==> src/rtl/pmul_pkg.sv <==
package pmul_pkg;
  typedef enum logic {FMT_SHIFTED = 1'b0, FMT_FULL = 1'b1} fmt_e;
  typedef enum logic {HI_UPPER = 1'b0, HI_LOWER = 1'b1} hi_src_e;
endpackage

==> src/rtl/pmul_opreg.sv <==
module pmul_opreg #(
  parameter int W = 16
) (
  input  logic         clk,
  input  logic         rst,
  input  logic         hold,
  input  logic [W-1:0] d,
  input  logic         tc_d,
  output logic [W-1:0] q,
  output logic         tc_q
);
  always_ff @(posedge clk) begin
    if (rst) begin
      q    <= '0;
      tc_q <= 1'b0;
    end else if (!hold) begin
      q    <= d;
      tc_q <= tc_d;
    end
  end
endmodule

==> src/rtl/pmul_arith.sv <==
module pmul_arith #(
  parameter int W = 16
) (
  input  logic [W-1:0]   a,
  input  logic           a_tc,
  input  logic [W-1:0]   b,
  input  logic           b_tc,
  input  logic           rnd,
  input  logic           full_fmt,
  output logic [2*W-1:0] r
);
  import pmul_pkg::*;
  localparam int PW = 2 * W;
  localparam int XW = PW + 2;
  localparam logic [PW-1:0] RND_FULL  = PW'(1) << (W - 1);
  localparam logic [PW-1:0] RND_SHORT = PW'(1) << (W - 2);

  logic signed [W:0]    ea, eb;
  logic signed [XW-1:0] xa, xb, xp;
  logic [PW-1:0]        p, radd;
  fmt_e                 fmt;

  // operand extension: a set flag repeats the top bit, a clear one pads zero
  assign ea = {a_tc & a[W-1], a};
  assign eb = {b_tc & b[W-1], b};
  assign xa = {{(W+1){ea[W]}}, ea};
  assign xb = {{(W+1){eb[W]}}, eb};
  assign xp = xa * xb;

  assign fmt  = fmt_e'(full_fmt);
  assign radd = !rnd ? '0 : ((fmt == FMT_FULL) ? RND_FULL : RND_SHORT);
  assign p    = xp[PW-1:0] + radd;

  always_comb begin
    if (fmt == FMT_FULL) r = p;
    else                 r = {p[PW-2:W-1], p[PW-1], p[W-2:0]};
  end
endmodule

==> src/rtl/pmul_result.sv <==
module pmul_result #(
  parameter int W = 16
) (
  input  logic           clk,
  input  logic           rst,
  input  logic           hold,
  input  logic           pass,
  input  logic           sel_lo,
  input  logic [2*W-1:0] r_in,
  output logic [2*W-1:0] res_q,
  output logic [W-1:0]   hi_out,
  output logic [W-1:0]   lo_out
);
  import pmul_pkg::*;
  logic [2*W-1:0] view;
  hi_src_e        src;

  always_ff @(posedge clk) begin
    if (rst)        res_q <= '0;
    else if (!hold) res_q <= r_in;
  end

  assign view   = (pass && !hold) ? r_in : res_q;
  assign src    = hi_src_e'(sel_lo);
  assign hi_out = (src == HI_LOWER) ? view[W-1:0] : view[2*W-1:W];
  assign lo_out = view[W-1:0];
endmodule

==> src/rtl/pmul_core.sv <==
module pmul_core #(
  parameter int W = 16
) (
  input  logic         clk,
  input  logic         rst,
  input  logic [W-1:0] a_in,
  input  logic         a_tc,
  input  logic         a_hold,
  input  logic [W-1:0] b_in,
  input  logic         b_tc,
  input  logic         b_hold,
  input  logic         rnd_req,
  input  logic         full_fmt,
  input  logic         res_hold,
  input  logic         res_pass,
  input  logic         hi_sel_lo,
  input  logic         hi_oe_n,
  input  logic         lo_oe_n,
  output logic [W-1:0] hi_port,
  output logic         hi_drive,
  output logic [W-1:0] lo_port,
  output logic         lo_drive
);
  logic [W-1:0]   a_q, b_q, b_pin;
  logic           a_tc_q, b_tc_q, rnd_q;
  logic [2*W-1:0] arith_r, res_q;

  // shared pins: when driven they carry the lower half back into B
  assign b_pin = lo_drive ? lo_port : b_in;

  pmul_opreg #(.W(W)) u_opa (
    .clk(clk), .rst(rst), .hold(a_hold), .d(a_in), .tc_d(a_tc),
    .q(a_q), .tc_q(a_tc_q)
  );

  pmul_opreg #(.W(W)) u_opb (
    .clk(clk), .rst(rst), .hold(b_hold), .d(b_pin), .tc_d(b_tc),
    .q(b_q), .tc_q(b_tc_q)
  );

  always_ff @(posedge clk) begin
    if (rst)                   rnd_q <= 1'b0;
    else if (!a_hold || !b_hold) rnd_q <= rnd_req;
  end

  pmul_arith #(.W(W)) u_arith (
    .a(a_q), .a_tc(a_tc_q), .b(b_q), .b_tc(b_tc_q),
    .rnd(rnd_q), .full_fmt(full_fmt), .r(arith_r)
  );

  pmul_result #(.W(W)) u_res (
    .clk(clk), .rst(rst), .hold(res_hold), .pass(res_pass),
    .sel_lo(hi_sel_lo), .r_in(arith_r), .res_q(res_q),
    .hi_out(hi_port), .lo_out(lo_port)
  );

  assign hi_drive = !hi_oe_n;
  assign lo_drive = !lo_oe_n;
endmodule

==> config.mk <==
export PLATFORM = sky130hd
export DESIGN_NAME = pmul_core
export DESIGN_NICKNAME = d
export VERILOG_FILES = /design/src/rtl/pmul_pkg.sv /design/src/rtl/pmul_opreg.sv /design/src/rtl/pmul_arith.sv /design/src/rtl/pmul_result.sv /design/src/rtl/pmul_core.sv
export SDC_FILE = /design/constraint.sdc
export NUM_CORES = 1
export LEC_CHECK = 0
export ABC_AREA = 1
export CORE_ASPECT_RATIO = 1.1
export CORE_MARGIN = 3
export CORE_UTILIZATION = 50
export CTS_CLUSTER_DIAMETER = 100
export CTS_CLUSTER_SIZE = 14
export DETAILED_ROUTE_END_ITERATION = 16
export PLACE_DENSITY = 0.68
export SETUP_SLACK_MARGIN = 0.3
export SLEW_MARGIN = 25
export SYNTH_ARGS = -nofsm -noshare
export SYNTH_HDL_FRONTEND = slang
export SYNTH_SLANG_ARGS = --single-unit
==> constraint.sdc <==
create_clock -name clk -period 8.25 [get_ports clk]
set_input_delay 1.2375 -clock clk [delete_from_list [all_inputs] [get_ports clk]]
set_output_delay 1.2375 -clock clk [all_outputs]
set_load 0.005 [all_outputs]
==> flow_summary_export.csv <==
group,metric,value,unit
outcome,status,"completed",
grt,grt-ovfl-total,0,
critical_path,crit_required,7010,ps
detailed_routing,drtIter0Drc,916,
yosys,syn_nets,2398,
grt,antenna_found_initial,0,
sta,max_freq,0.129,GHz
yosys,yosysSeqAreaShare,9.15,%
yosys,ys_warn_count,0,
sta,tightest_slew,918,ps
critical_path,cp-end-kind,"primary output",
power_and_ir_drop,finalPower,2.48,mW
sta,setup_viol,0,
cts,root_buffer,"clkbuf_16",
detailed_routing,wl,43.1,mm
finish,areaGrowthSynthToFinish,16.3,%
critical_path,startpoint_type,"flop",
yosys,syn_area_per_cell,7.37,um2
critical_path,max_stage_delay,540,ps
critical_path,reg2reg_slack,2340,ps
cts,cts_max_path_buffers,2,
critical_path,r2r_start,"u_opb.q[5]",
finish,diodes,0,
grt,grt_pass1_wl,68.6,mm
cts,cts.sinks,67,
detailed_routing,first_pass_iters,6,
power_and_ir_drop,ir_drop,0.000141,V
critical_path,crit_chain,"buf_4, nand2_1, fa_1, fa_1, inv_1, fa_1, fa_1, fa_1, inv_1, fa_1, inv_1, ha_1, inv_1, o21ai_4, nor2_2, nand3_2, xor2_2, nand2_1, o21ai_2, nand2_1, nand2_1, clkdlybuf4s50_1",
yosys,mappedNetlistArea,14700,um2
cts,postCtsHoldBufs,0,
sta,slew_violations,0,
placement,dpl.cell_count,2403,
critical_path,crit_type,"reg2out",
critical_path,cpMaxStageDelayCell,"fa_1",
yosys,synth_cells,1989,
yosys,ys_ff_latch,67,
placement,io_buffers,78,
cts,cts_tree,"built",
detailed_routing,ant_nets,0,
cts,htreeDepth,3,
floorplan,dieHeight,186,um
placement,hpwl,35.6,mm
min_path,min_path_type,"reg2reg",
finish,final_area,17000,um2
floorplan,rows,65,
grt,grtUsageTotal,28.0,%
floorplan,ioPinCount,79,
sta,min_period,7750,ps
yosys,synth_cell_types,44,
run,maxCapViolCount,0,
min_path,worstHoldEndpoint,"u_res.res_q[7]",
critical_path,crit_fanout,13,
min_path,hold_start,"u_res.res_q[7]",
critical_path,crit_top_cell,"fa_1",
grt,grt_pass1_vias,12887,
sta,timing.final.crit_share,93.9,%
cts,cts-buffers-inserted,9,
sta,setup_tns,0,ps
power_and_ir_drop,p_per_area,145,nW/um2
finish,fin_cells,2435,
sta,finalHoldViolations,0,
finish,layout-drive-gt1-share,12.9,%
critical_path,r2r_cells,31,
cts,clk_pin_slew_worst_paths,60,ps
grt,grt_max_degree,49,
finish,fin_nets,2471,
detailed_routing,vias_per_cell,5.22,
floorplan,die_area,31400,um2
critical_path,r2r-end,"u_res.res_q[20]",
sta,slew_headroom,38.7,%
finish,n_fill_cell,2618,
critical_path,worst_ep_arrival_time,6510,ps
placement,routabilityCongestion,0.977,
floorplan,die_w,169,um
sta,grt_setup_unrepaired,"yes",
floorplan,core_area,28800,um2
placement,placed_cell_area,16000,um2
sta,holdWs,482,ps
min_path,hold_path_depth,2,
power_and_ir_drop,p_leak,9.49,nW
detailed_routing,via_count,12720,
detailed_routing,drc,0,
detailed_routing,wl_per_cell,17.7,um
cts,clock_latency,350,ps
floorplan,start_util,50.9,%
sta,clock_skew,10.5,ps
## power breakdown
group	switching, mW	internal [mW]
Sequential	0.0454	0.361
Combinational	0.996	0.664
Clock	0.163	0.252
## sequential cells by signal, indices dropped and copies added, names as in the netlist
register and count:
u_res.res_q 32, u_opa.q 16, u_opb.q 16, rnd_q 1, u_opa.tc_q 1, u_opb.tc_q 1
## per-layer routing
layer | vias up | GRT usage, % | share of wire [%]
li1 | 5937 | - | -
met1 | 6329 | 37.1 | 42
met2 | 376 | 49.4 | 50
met3 | 78 | 2.55 | 5.0
met4 | 0 | 8.05 | 3.2
met5 | - | 0 | 0
## cells by family (layout without fill, tap and decap cells)
logic type,count (synthesis),in the layout,synth area share [%]
AOI/OAI and AO/OA,186,186,7.30
xor gates and xnor gates,11,11,0.657
adders and majority gates,364,364,45.6
buffers and inverters,641,719,16.6
DFF,67,67,9.15
and+or+nand+nor,720,720,20.6
## worst max path at each step
stage | from | to | slack (ps) | cells past startpoint
CTS | u_opa.q[7] | hi_port[14] | 290 | 26
global route | u_opa.q[15] | hi_port[13] | 230 | 25
finish | u_opa.q[9] | hi_port[14] | 500 | 22
floorplan | full_fmt | hi_port[5] | 960 | 24
global placement | full_fmt | hi_port[15] | 190 | 26
detailed placement | full_fmt | hi_port[15] | 170 | 26
## cell usage after synthesis (all sizes together)
cell,count,share of area (%)
o211ai,20,1.0
xnor2,7,0.42
clkinv,5,0.13
o21ai,82,2.9
nand3b,11,0.56
a221oi,3,0.18
dfxtp,67,9.1
nand3,84,3.2
nor4,2,0.085
a211oi,1,0.051
xor2,4,0.24
o22ai,1,0.043
nor2,108,2.9
nor3,7,0.27
o21a,2,0.10
o21bai,3,0.15
a21o,2,0.10
fa,284,39
buf,13,0.54
inv,537,14
nand4,8,0.34
a21oi,65,2.4
nand2,490,13
or2,10,0.43
ha,80,6.8
a31oi,7,0.30
clkbuf,86,2.2
## metrics by stage
stage	util, %	worst slack (ps)
floorplan	-	965
global placement	55.6	188
detailed placement	55.6	173
CTS	57.2	289
global route	59.2	228
finish	59.2	499
## worst max-delay path: cells and delay by family (launching register included)
| kind | cells | cell delay, ps |
|---|---|---|
| fa+ha+maj | 7 | 3350 |
| buf+inv | 6 | 990 |
| simple gates | 6 | 790 |
| flops | 1 | 470 |
| xor+xnor | 1 | 280 |
| compound gates | 2 | 240 |
## cell usage in the layout (no fill, tap or decap), drive strengths merged
cell	synthesis	routed
a221oi	3	3
dfxtp	67	67
nand4	8	8
o21bai	3	3
bufinv	0	1
clkinv	5	7
buf	13	83
dlymetal6s2s	0	7
nor4	2	2
o211ai	20	20
a211oi	1	1
nand3b	11	11
a31oi	7	7
clkdlybuf4s50	0	70
o22ai	1	1
nand2	490	490
fa	284	284
ha	80	80
o21ai	82	82
nand3	84	84
inv	537	538
xor2	4	4
a21o	2	2
clkbuf	86	12
nor3	7	7
or2	10	10
a21oi	65	65
clkinvlp	0	1
nor2	108	108
o21a	2	2
xnor2	7	7
## what timing repair did
| action | 4_1_cts | 5_1_grt |
|---|---|---|
| setup endpoints to repair | 18 | 18 |
| pin swaps | 4 | 33 |
| resized for setup | 54 | 128 |
| gates cloned | 0 | 0 |
| buffers inserted | 0 | 16 |
## cell type report
cell class,instances,area (um2),area share [%]
clock buffer,11,253,1.48
clock inverter,5,60.1,0.352
inverter,542,2040,12.0
multi-input combinational,1281,11400,66.7
sequential,67,1400,8.23
tap,368,460,2.70
timing repair buffer,161,1460,8.58
No activity file was read; power rests on OpenSTA's default activity.
